### config.mk
export PLATFORM = sky130hd
export DESIGN_NAME = seg_xlate_top
export DESIGN_NICKNAME = d
export VERILOG_FILES = /design/src/rtl/seg_xlate_pkg.sv /design/src/rtl/seg_table.sv /design/src/rtl/seg_check.sv /design/src/rtl/seg_xlate_top.sv
export SDC_FILE = /design/constraint.sdc
export NUM_CORES = 1
export LEC_CHECK = 0
export BUFFER_PORTS_ARGS = -buffer_cell sky130_fd_sc_hd__buf_2
export CELL_PAD_IN_SITES_DETAIL_PLACEMENT = 1
export CELL_PAD_IN_SITES_GLOBAL_PLACEMENT = 1
export CORE_ASPECT_RATIO = 1.2
export CORE_UTILIZATION = 48
export DETAILED_ROUTE_END_ITERATION = 8
export PLACE_DENSITY = 0.84
export SLEW_MARGIN = 5
export SYNTH_ARGS = -nofsm -noshare
export SYNTH_HDL_FRONTEND = slang
export SYNTH_SLANG_ARGS = --single-unit
### constraint.sdc
create_clock -name clk -period 5.4 [get_ports clk]
set_clock_uncertainty 0.15 [all_clocks]
set_input_delay 1.35 -clock clk [delete_from_list [all_inputs] [get_ports clk]]
set_output_delay 1.35 -clock clk [all_outputs]
set_load 0.01 [all_outputs]
### src/rtl/seg_xlate_pkg.sv
package seg_xlate_pkg;

    typedef enum logic [1:0] {
        ACC_READ  = 2'd0,
        ACC_WRITE = 2'd1,
        ACC_EXEC  = 2'd2,
        ACC_RSVD  = 2'd3
    } acc_e;

    typedef enum logic [1:0] {
        FLT_NONE  = 2'd0,
        FLT_INVAL = 2'd1,
        FLT_BOUND = 2'd2,
        FLT_PERM  = 2'd3
    } fault_e;

    typedef enum logic {
        ST_IDLE = 1'b0,
        ST_RESP = 1'b1
    } rsp_state_e;

    localparam int PERM_W = 3;

endpackage

### src/rtl/seg_table.sv
module seg_table #(
    parameter int SEG_W = 3,
    parameter int OFF_W = 12,
    parameter int PA_W  = 16
) (
    input  logic                          clk,
    input  logic                          rst_n,
    input  logic                          wr_en,
    input  logic                          wr_priv,
    input  logic [SEG_W-1:0]              wr_idx,
    input  logic                          wr_valid,
    input  logic [PA_W-1:0]               wr_base,
    input  logic [OFF_W:0]                wr_limit,
    input  logic [seg_xlate_pkg::PERM_W-1:0] wr_perm,
    input  logic [SEG_W-1:0]              rd_idx,
    output logic                          rd_valid,
    output logic [PA_W-1:0]               rd_base,
    output logic [OFF_W:0]                rd_limit,
    output logic [seg_xlate_pkg::PERM_W-1:0] rd_perm,
    output logic [(1<<SEG_W)-1:0]         valid_vec
);
    localparam int N_ENT = 1 << SEG_W;

    logic [PA_W-1:0]                   base_q  [N_ENT];
    logic [OFF_W:0]                    limit_q [N_ENT];
    logic [seg_xlate_pkg::PERM_W-1:0]  perm_q  [N_ENT];
    logic [N_ENT-1:0]                  valid_q;
    logic                              wr_ok;

    assign wr_ok = wr_en && wr_priv;

    for (genvar g = 0; g < N_ENT; g++) begin : g_ent
        logic hit;
        assign hit = wr_ok && (wr_idx == SEG_W'(g));

        always_ff @(posedge clk) begin
            if (!rst_n) begin
                valid_q[g] <= 1'b0;
                base_q[g]  <= '0;
                limit_q[g] <= '0;
                perm_q[g]  <= '0;
            end else if (hit) begin
                valid_q[g] <= wr_valid;
                base_q[g]  <= wr_base;
                limit_q[g] <= wr_limit;
                perm_q[g]  <= wr_perm;
            end
        end
    end

    assign rd_valid  = valid_q[rd_idx];
    assign rd_base   = base_q[rd_idx];
    assign rd_limit  = limit_q[rd_idx];
    assign rd_perm   = perm_q[rd_idx];
    assign valid_vec = valid_q;

endmodule

### src/rtl/seg_check.sv
module seg_check #(
    parameter int OFF_W = 12,
    parameter int PA_W  = 16
) (
    input  logic                             ent_valid,
    input  logic [PA_W-1:0]                  ent_base,
    input  logic [OFF_W:0]                   ent_limit,
    input  logic [seg_xlate_pkg::PERM_W-1:0] ent_perm,
    input  logic [OFF_W-1:0]                 off,
    input  seg_xlate_pkg::acc_e              acc,
    output seg_xlate_pkg::fault_e            fault,
    output logic [PA_W-1:0]                  paddr
);
    import seg_xlate_pkg::*;

    logic allowed;
    logic in_bound;

    always_comb begin
        unique case (acc)
            ACC_READ:  allowed = ent_perm[0];
            ACC_WRITE: allowed = ent_perm[1];
            ACC_EXEC:  allowed = ent_perm[2];
            default:   allowed = 1'b0;
        endcase
    end

    assign in_bound = {1'b0, off} < ent_limit;

    always_comb begin
        fault = FLT_NONE;
        paddr = '0;
        if (!ent_valid) begin
            fault = FLT_INVAL;
        end else if (!in_bound) begin
            fault = FLT_BOUND;
        end else if (!allowed) begin
            fault = FLT_PERM;
        end else begin
            paddr = ent_base + {{(PA_W-OFF_W){1'b0}}, off};
        end
    end

endmodule

### src/rtl/seg_xlate_top.sv
module seg_xlate_top #(
    parameter int SEG_W = 3,
    parameter int OFF_W = 12,
    parameter int PA_W  = 16
) (
    input  logic             clk,
    input  logic             rst_n,
    input  logic             req_valid,
    input  logic [SEG_W-1:0] req_seg,
    input  logic [OFF_W-1:0] req_off,
    input  logic [1:0]       req_acc,
    input  logic             wr_en,
    input  logic             wr_priv,
    input  logic [SEG_W-1:0] wr_idx,
    input  logic             wr_valid,
    input  logic [PA_W-1:0]  wr_base,
    input  logic [OFF_W:0]   wr_limit,
    input  logic [2:0]       wr_perm,
    output logic             rsp_valid,
    output logic [PA_W-1:0]  rsp_paddr,
    output logic [1:0]       rsp_fault
);
    import seg_xlate_pkg::*;

    logic                 sel_valid;
    logic [PA_W-1:0]      sel_base;
    logic [OFF_W:0]       sel_limit;
    logic [PERM_W-1:0]    sel_perm;
    logic [(1<<SEG_W)-1:0] tbl_valid;
    fault_e               chk_fault;
    logic [PA_W-1:0]      chk_paddr;

    rsp_state_e           state_q, state_d;
    logic [PA_W-1:0]      paddr_q;
    fault_e               fault_q;

    seg_table #(.SEG_W(SEG_W), .OFF_W(OFF_W), .PA_W(PA_W)) table_i (
        .clk       (clk),
        .rst_n     (rst_n),
        .wr_en     (wr_en),
        .wr_priv   (wr_priv),
        .wr_idx    (wr_idx),
        .wr_valid  (wr_valid),
        .wr_base   (wr_base),
        .wr_limit  (wr_limit),
        .wr_perm   (wr_perm),
        .rd_idx    (req_seg),
        .rd_valid  (sel_valid),
        .rd_base   (sel_base),
        .rd_limit  (sel_limit),
        .rd_perm   (sel_perm),
        .valid_vec (tbl_valid)
    );

    seg_check #(.OFF_W(OFF_W), .PA_W(PA_W)) check_i (
        .ent_valid (sel_valid),
        .ent_base  (sel_base),
        .ent_limit (sel_limit),
        .ent_perm  (sel_perm),
        .off       (req_off),
        .acc       (acc_e'(req_acc)),
        .fault     (chk_fault),
        .paddr     (chk_paddr)
    );

    // next-state decision
    always_comb begin
        unique case (state_q)
            ST_IDLE: state_d = req_valid ? ST_RESP : ST_IDLE;
            ST_RESP: state_d = req_valid ? ST_RESP : ST_IDLE;
            default: state_d = ST_IDLE;
        endcase
    end

    // state register
    always_ff @(posedge clk) begin
        if (!rst_n) state_q <= ST_IDLE;
        else        state_q <= state_d;
    end

    // result payload registers
    always_ff @(posedge clk) begin
        if (!rst_n) begin
            paddr_q <= '0;
            fault_q <= FLT_NONE;
        end else begin
            unique case (state_d)
                ST_RESP: begin
                    paddr_q <= chk_paddr;
                    fault_q <= chk_fault;
                end
                default: begin
                    paddr_q <= '0;
                    fault_q <= FLT_NONE;
                end
            endcase
        end
    end

    assign rsp_valid = (state_q == ST_RESP);
    assign rsp_paddr = paddr_q;
    assign rsp_fault = fault_q;

endmodule

==> results of run 1 <==
Yosys cell counts (2+ instances only):
| library cell | number |
|---|---|
| buf_4 | 2 |
| clkbuf_1 | 28 |
| xnor2_1 | 4 |
| a21oi_1 | 8 |
| or3_1 | 3 |
| and2_1 | 257 |
| and3_1 | 2 |
| mux2i_1 | 23 |
| o211ai_1 | 3 |
| a21o_1 | 6 |
| buf_2 | 11 |
| inv_1 | 12 |
| a211oi_1 | 6 |
| nor2_1 | 34 |
| nor4_1 | 2 |
| nand4_1 | 2 |
| ha_1 | 23 |
| mux2_2 | 15 |
| edfxtp_1 | 256 |
| o21bai_1 | 2 |
| nor3_1 | 5 |
| a31oi_1 | 5 |
| nand3_1 | 4 |
| nand2b_1 | 4 |
| mux4_2 | 62 |
| o21ai_0 | 24 |
| nand2_1 | 21 |
| buf_1 | 4 |
| xor2_1 | 8 |
| dfxtp_1 | 27 |
routing by layer:
metal | GRT usage, % | vias up | routed length (µm)
met3 | 3.66 | 74 | 2530
li1 | - | 3410 | -
met5 | 0 | - | 0
met1 | 33.3 | 4086 | 14200
met4 | 9.29 | 0 | 974
met2 | 44.7 | 319 | 17500
final timing paths:
kind	from	endpoint	slack, ns	cells after the start
setup / recovery	req_seg[0]	rsp_paddr[4]	1.13	11
hold / removal	table_i.valid_vec[0]	table_i.valid_vec[0]	0.35	2
setup reg to reg	table_i.base_q[1][0]	rsp_paddr[14]	1.94	10
hold reg to reg	table_i.valid_vec[0]	table_i.valid_vec[0]	0.35	2
sequential cells by signal, indices dropped and copies added (netlist names):
signal / cells
table_i.base_q: 128
table_i.limit_q: 104
table_i.perm_q: 24
rsp_paddr: 16
table_i.valid_vec: 8
rsp_fault: 2
rsp_valid: 1
cell families (layout without fill, tap and decap cells):
| group | after synthesis | in the layout |
|---|---|---|
| flops | 283 | 283 |
| simple gates | 338 | 338 |
| xor+xnor | 12 | 12 |
| compound gates | 66 | 66 |
| other cells | 0 | 1 |
| buf+inv | 59 | 159 |
| fa+ha+maj | 24 | 24 |
| mux | 100 | 100 |
per-stage QoR:
| step | cells | total power (µW) | hold WS, ns | worst slack (ns) |
|---|---|---|---|---|
| after global placement | 1266 | 3090 | 0.305 | 0.722 |
| final | 1318 | 5140 | 0.346 | 1.13 |
| after global routing | 1318 | 5270 | 0.361 | 0.990 |
| after CTS | 1317 | 5160 | 0.332 | 1.18 |
| after detailed placement | 1266 | 3120 | 0.316 | 0.629 |
| after floorplan | 882 | 2910 | 0.292 | 0.514 |
where the power goes:
group          switching [µW]  leakage [µW]  internal (µW)
registers                38.2       0.00267           2510
clock network             842      0.000471           1220
logic                     318       0.00234            214
worst max-delay path, delay by kind of cell:
kind | cells | cell delay [ns]
mux | 2 | 0.93
compound gates | 4 | 0.87
fa+ha+maj | 1 | 0.33
simple gates | 2 | 0.40
buf+inv | 2 | 0.66
cell type report:
type / instances / area share (%)
diodes: 1 / 0.0167
clock buffers: 34 / 4.97
clock inverters: 17 / 1.54
inverters: 13 / 0.327
multi-input cells: 540 / 31.7
flip-flops and latches: 283 / 55.1
well taps: 335 / 2.81
repair buffers: 95 / 3.53
==> results.toml, run 1 <==
[outcome]
outcome = "complete, but fails checks"
violations = "design-rule violations"

[layout]
layout_commonest_cell = "and2_1"
multi_input_area_um2 = 4740
drive_above_1_share_pct = 23.9
final_core_util_pct = 56.2
final_cell_mix = "and2_1 (257), edfxtp_1 (256), buf_2 (74)"
regArea_um2 = 8230
final_cell_area_um2 = 14900
fillers = 2528
area_growth_pct = 14.1
final_net_count = 1043

[yosys]
yosys.area.top_type = "edfxtp_1"
synth_ff_type = "edfxtp_1"
yosys-top-cells-area = "edfxtp_1 (59%), and2_1 (12%), mux4_2 (11%)"
yosysTopAreaCellShare_pct = 58.7
synth-compound-area-share_pct = 3.38
synth_top_family_by_area = "simple AND/OR/NAND/NOR gates"
yosys_warnings = 0
ys_async_sr_fraction_pct = 0
syn_inst = 882
synth_edf_count = 256
ys_seq_area_share_pct = 62.8
syn-num-nets = 964
postSynthAreaPerCell_um2 = 14.9
syn_area_um2 = 13100
synth_xor_area_share_pct = 0.802
yosys.area_share.simple_pct = 15.0
ys_ff_latch = 283
synthAdderAreaFrac_pct = 2.35
synth_mux_area_share_pct = 13.7
yosysUniqueCellTypes = 49

[timing]
slew_viol_final = 0
layout_min_cycle_time_ns = 4.27
fmax_ghz = 0.234
setup_viol = 0
fin_crit_sh_pct = 79.2
max_slew_margin_pct = 27.1
tightestPinTransition_ns = 1.09
hold_viol_final = 0
setup-tns-final_ns = 0
rsz0062_at_grt = "false"

[setup_path]
slowest_delay_ns = 0.54
path_max_fanout = 17
arrival_ns = 4.58
required_ns = 5.70
crit_top_cell = "buf_4"
cp-end-kind = "flip-flop"
crit_path_cell_trace = "buf_4, buf_4, mux4_2, mux2i_1, ha_1, o21ai_0, nand2b_1, a21oi_1, a211o_1, o211ai_4, nor3_1"
path_class = "in -> reg"
crit_path_top_delay_cell = "mux4_2"
start_kind = "input port"

[hold_path]
hold_path_class = "reg -> reg"

[cts]
clkTransAtPathRegs_ns = 0.06
postCtsSetupBuffers = 0
cts_root_buf = "clkbuf_16"
clock_path_buffers = 3
cts_sinks = 283
clkLatencyLatePin_ns = 0.56
htreeDepth = 1
cts_tree = "yes"
cts_resized = 0
postCtsHoldBufs = 0
cts_made_buffers = 28

[global_routing]
first_global_vias = 8794
grt.overflow.total = 0
grt_start_max_net_pins = 34
grt_pass1_wl_um = 53000
gr-usage-all-layers_pct = 25.8
antenna_found_initial = 1

[floorplan]
start_util_pct = 49.3
dieArea_um2 = 28000
pin_count = 77
die_w_um = 153
rows = 65
core-area_um2 = 26600
dieHeight_um = 183

[detailed_routing]
drc_errors = 7
antenna_left = 0
via_per_inst = 5.99
wirelength_um = 35200
num_vias = 7889
wire_per_inst_um = 26.7
dr.pass1.iters = 9
drt_iter0_drc = 559

[placed_design]
place_congestion = 0.870
place_area_um2 = 14000
dp_hpwl_um = 21800
io_buffers = 76

[power]
p_leak_uw = 0.00548
powerDensity_nw_per_um2 = 344
peakVddDrop_mv = 0.191

[job]
drv_cap = 0
Power figures use the tool's default switching activity.
==> run 2, diff against run 1 <==
clock period = 4.35 ns   (was 5.4 ns; I/O delays follow)
==> run 2 against run 1 <==
The run still ends with design-rule violations left. Worst setup slack lost 0.56 ns. Hold slack lost 0.019 ns. Core utilization grew 0.085 points. Final area grew 0.15%. Global-route usage grew 0.57 points. Sequential cell count is the same. Clock power grew 5%. Die area is the same. Clock-buffer cell count is the same. Cell count grew 1.6%. First-iteration DRC count grew 18%. Critical endpoint is now rsp_paddr[9].
==> results.toml, run 2 (same netlist as run 1, synthesis figures left out) <==
[outcome]
outcome = "complete, but fails checks"
violations = "design-rule violations"

[timing]
fmax_ghz = 0.264
hold_ws_ns = 0.327
slew_viol_final = 0
max_slew_margin_pct = 50.1
tightestPinTransition_ns = 0.746
setup_viol = 0
layout_min_cycle_time_ns = 3.78
layout_setup_ws_ns = 0.566
rsz0062_at_grt = "false"
fin_crit_sh_pct = 87.0
hold_viol_final = 0

[layout]
final_net_count = 1065
top_register = "table_i.base_q"
layout_commonest_cell = "and2_1"
fillers = 2527
largest_reg_flops = 128
drive_above_1_share_pct = 24.9
area_growth_pct = 14.2
final_cell_mix = "and2_1 (257), edfxtp_1 (256), buf_2 (74)"
regArea_um2 = 8230
final_core_util_pct = 56.3
multi_input_area_um2 = 4730
reg_top3 = "table_i.base_q: 128 flops, table_i.limit_q: 104 flops, table_i.perm_q: 24 flops"

[global_routing]
antenna_found_initial = 2
grt_pass1_wl_um = 53900
grt.overflow.total = 0
grt_start_max_net_pins = 34
gr-usage-all-layers_pct = 26.4
first_global_vias = 8739

[setup_path]
path_max_fanout = 14
required_ns = 4.65
path_class = "in -> reg"
cp-end-kind = "flip-flop"
arrival_ns = 4.08
start_kind = "input port"

[detailed_routing]
dr_wl_met3_um = 2080
wire_per_inst_um = 26.6
m1WireLength_um = 14200
via_per_inst = 6.00
antenna_left = 0
wirelength_um = 35700
drt_iter0_drc = 657
dr_wl_met2_um = 18500
dr.max_layer_used = "met4"
num_vias = 8038
drc_errors = 12
dr.pass1.iters = 9

[power]
powerDensity_nw_per_um2 = 402
p_leak_uw = 0.00553
peakVddDrop_mv = 0.219

[placed_design]
dp_hpwl_um = 22700
dp_slack_ns = 0.0211
place_congestion = 0.902
io_buffers = 76

[cts]
postCtsSetupBuffers = 0
cts_resized = 0
cts_root_buf = "clkbuf_16"
clkTransAtPathRegs_ns = 0.06
cts_tree = "yes"
htreeDepth = 1
postCtsHoldBufs = 0
cts_sinks = 283
cts_made_buffers = 28
clkLatencyLatePin_ns = 0.55
clock_path_buffers = 3

[floorplan]
pin_count = 77
core-area_um2 = 26600
dieHeight_um = 183
dieArea_um2 = 28000
start_util_pct = 49.3
die_w_um = 153
rows = 65

[job]
drv_cap = 0

[hold_path]
hold_path_class = "reg -> reg"
run 2: changes by cell type in the layout (fill, tap and decap cells not counted), sizes merged:
cell / previous run / this run
clkinv: 11 / 14
buf: 95 / 117
bufinv: 5 / 0
clkinvlp: 2 / 1
diode: 1 / 3
run 2: layout make-up:
class	count	share of cell area (%)
timing repair buffer	117	4.88
clock buffer	34	4.83
sequential	283	55.0
inverter	13	0.326
antenna	3	0.0502
tap	335	2.80
clock inverter	14	0.493
multi-input combinational	540	31.6
run 2: through the flow:
step           total power (µW)  instances  setup TNS (ns)  cell area [µm²]
3_3_place_gp               3860       1288               0            14200
3_5_place_dp               3900       1288               0            14200
6_report                   6020       1339               0            15000
2_1_floorplan              3620        882        -0.00884            13100
4_1_cts                    6040       1336               0            15000
5_1_grt                    6190       1336               0            15000
run 2: path summary, 6_finish.rpt:
kind | start | to | slack [ns] | cells past startpoint
worst max-delay path | req_seg[0] | rsp_paddr[9] | 0.57 | 11
worst min-delay path | table_i.valid_vec[6] | table_i.valid_vec[6] | 0.33 | 2
worst max register to register | table_i.base_q[1][0] | rsp_paddr[14] | 1.16 | 10
worst min register to register | table_i.valid_vec[6] | table_i.valid_vec[6] | 0.33 | 2
run 2: layer usage:
| layer | track usage, % | up-vias |
|---|---|---|
| met1 | 32.8 | 4170 |
| met4 | 9.01 | 0 |
| li1 | - | 3466 |
| met2 | 47.6 | 335 |
| met3 | 3.47 | 67 |
| met5 | 0 | - |
run 2: report_power, final:
group	leakage, µW	switching (µW)	internal [µW]
combinational	0.00247	402	286
sequential	0.00267	48.8	3110
clock	0.000387	1000	1170
run 2: critical path, stage by stage:
cell and delay [ns]:
buf_4 0.24, buf_4 0.35, mux4_2 0.55, mux2_2 0.31, ha_1 0.25, nor4_1 0.32, o21ai_0 0.27, a41o_1 0.29
a21oi_1 0.17, xor2_1 0.16, nor2_1 0.05
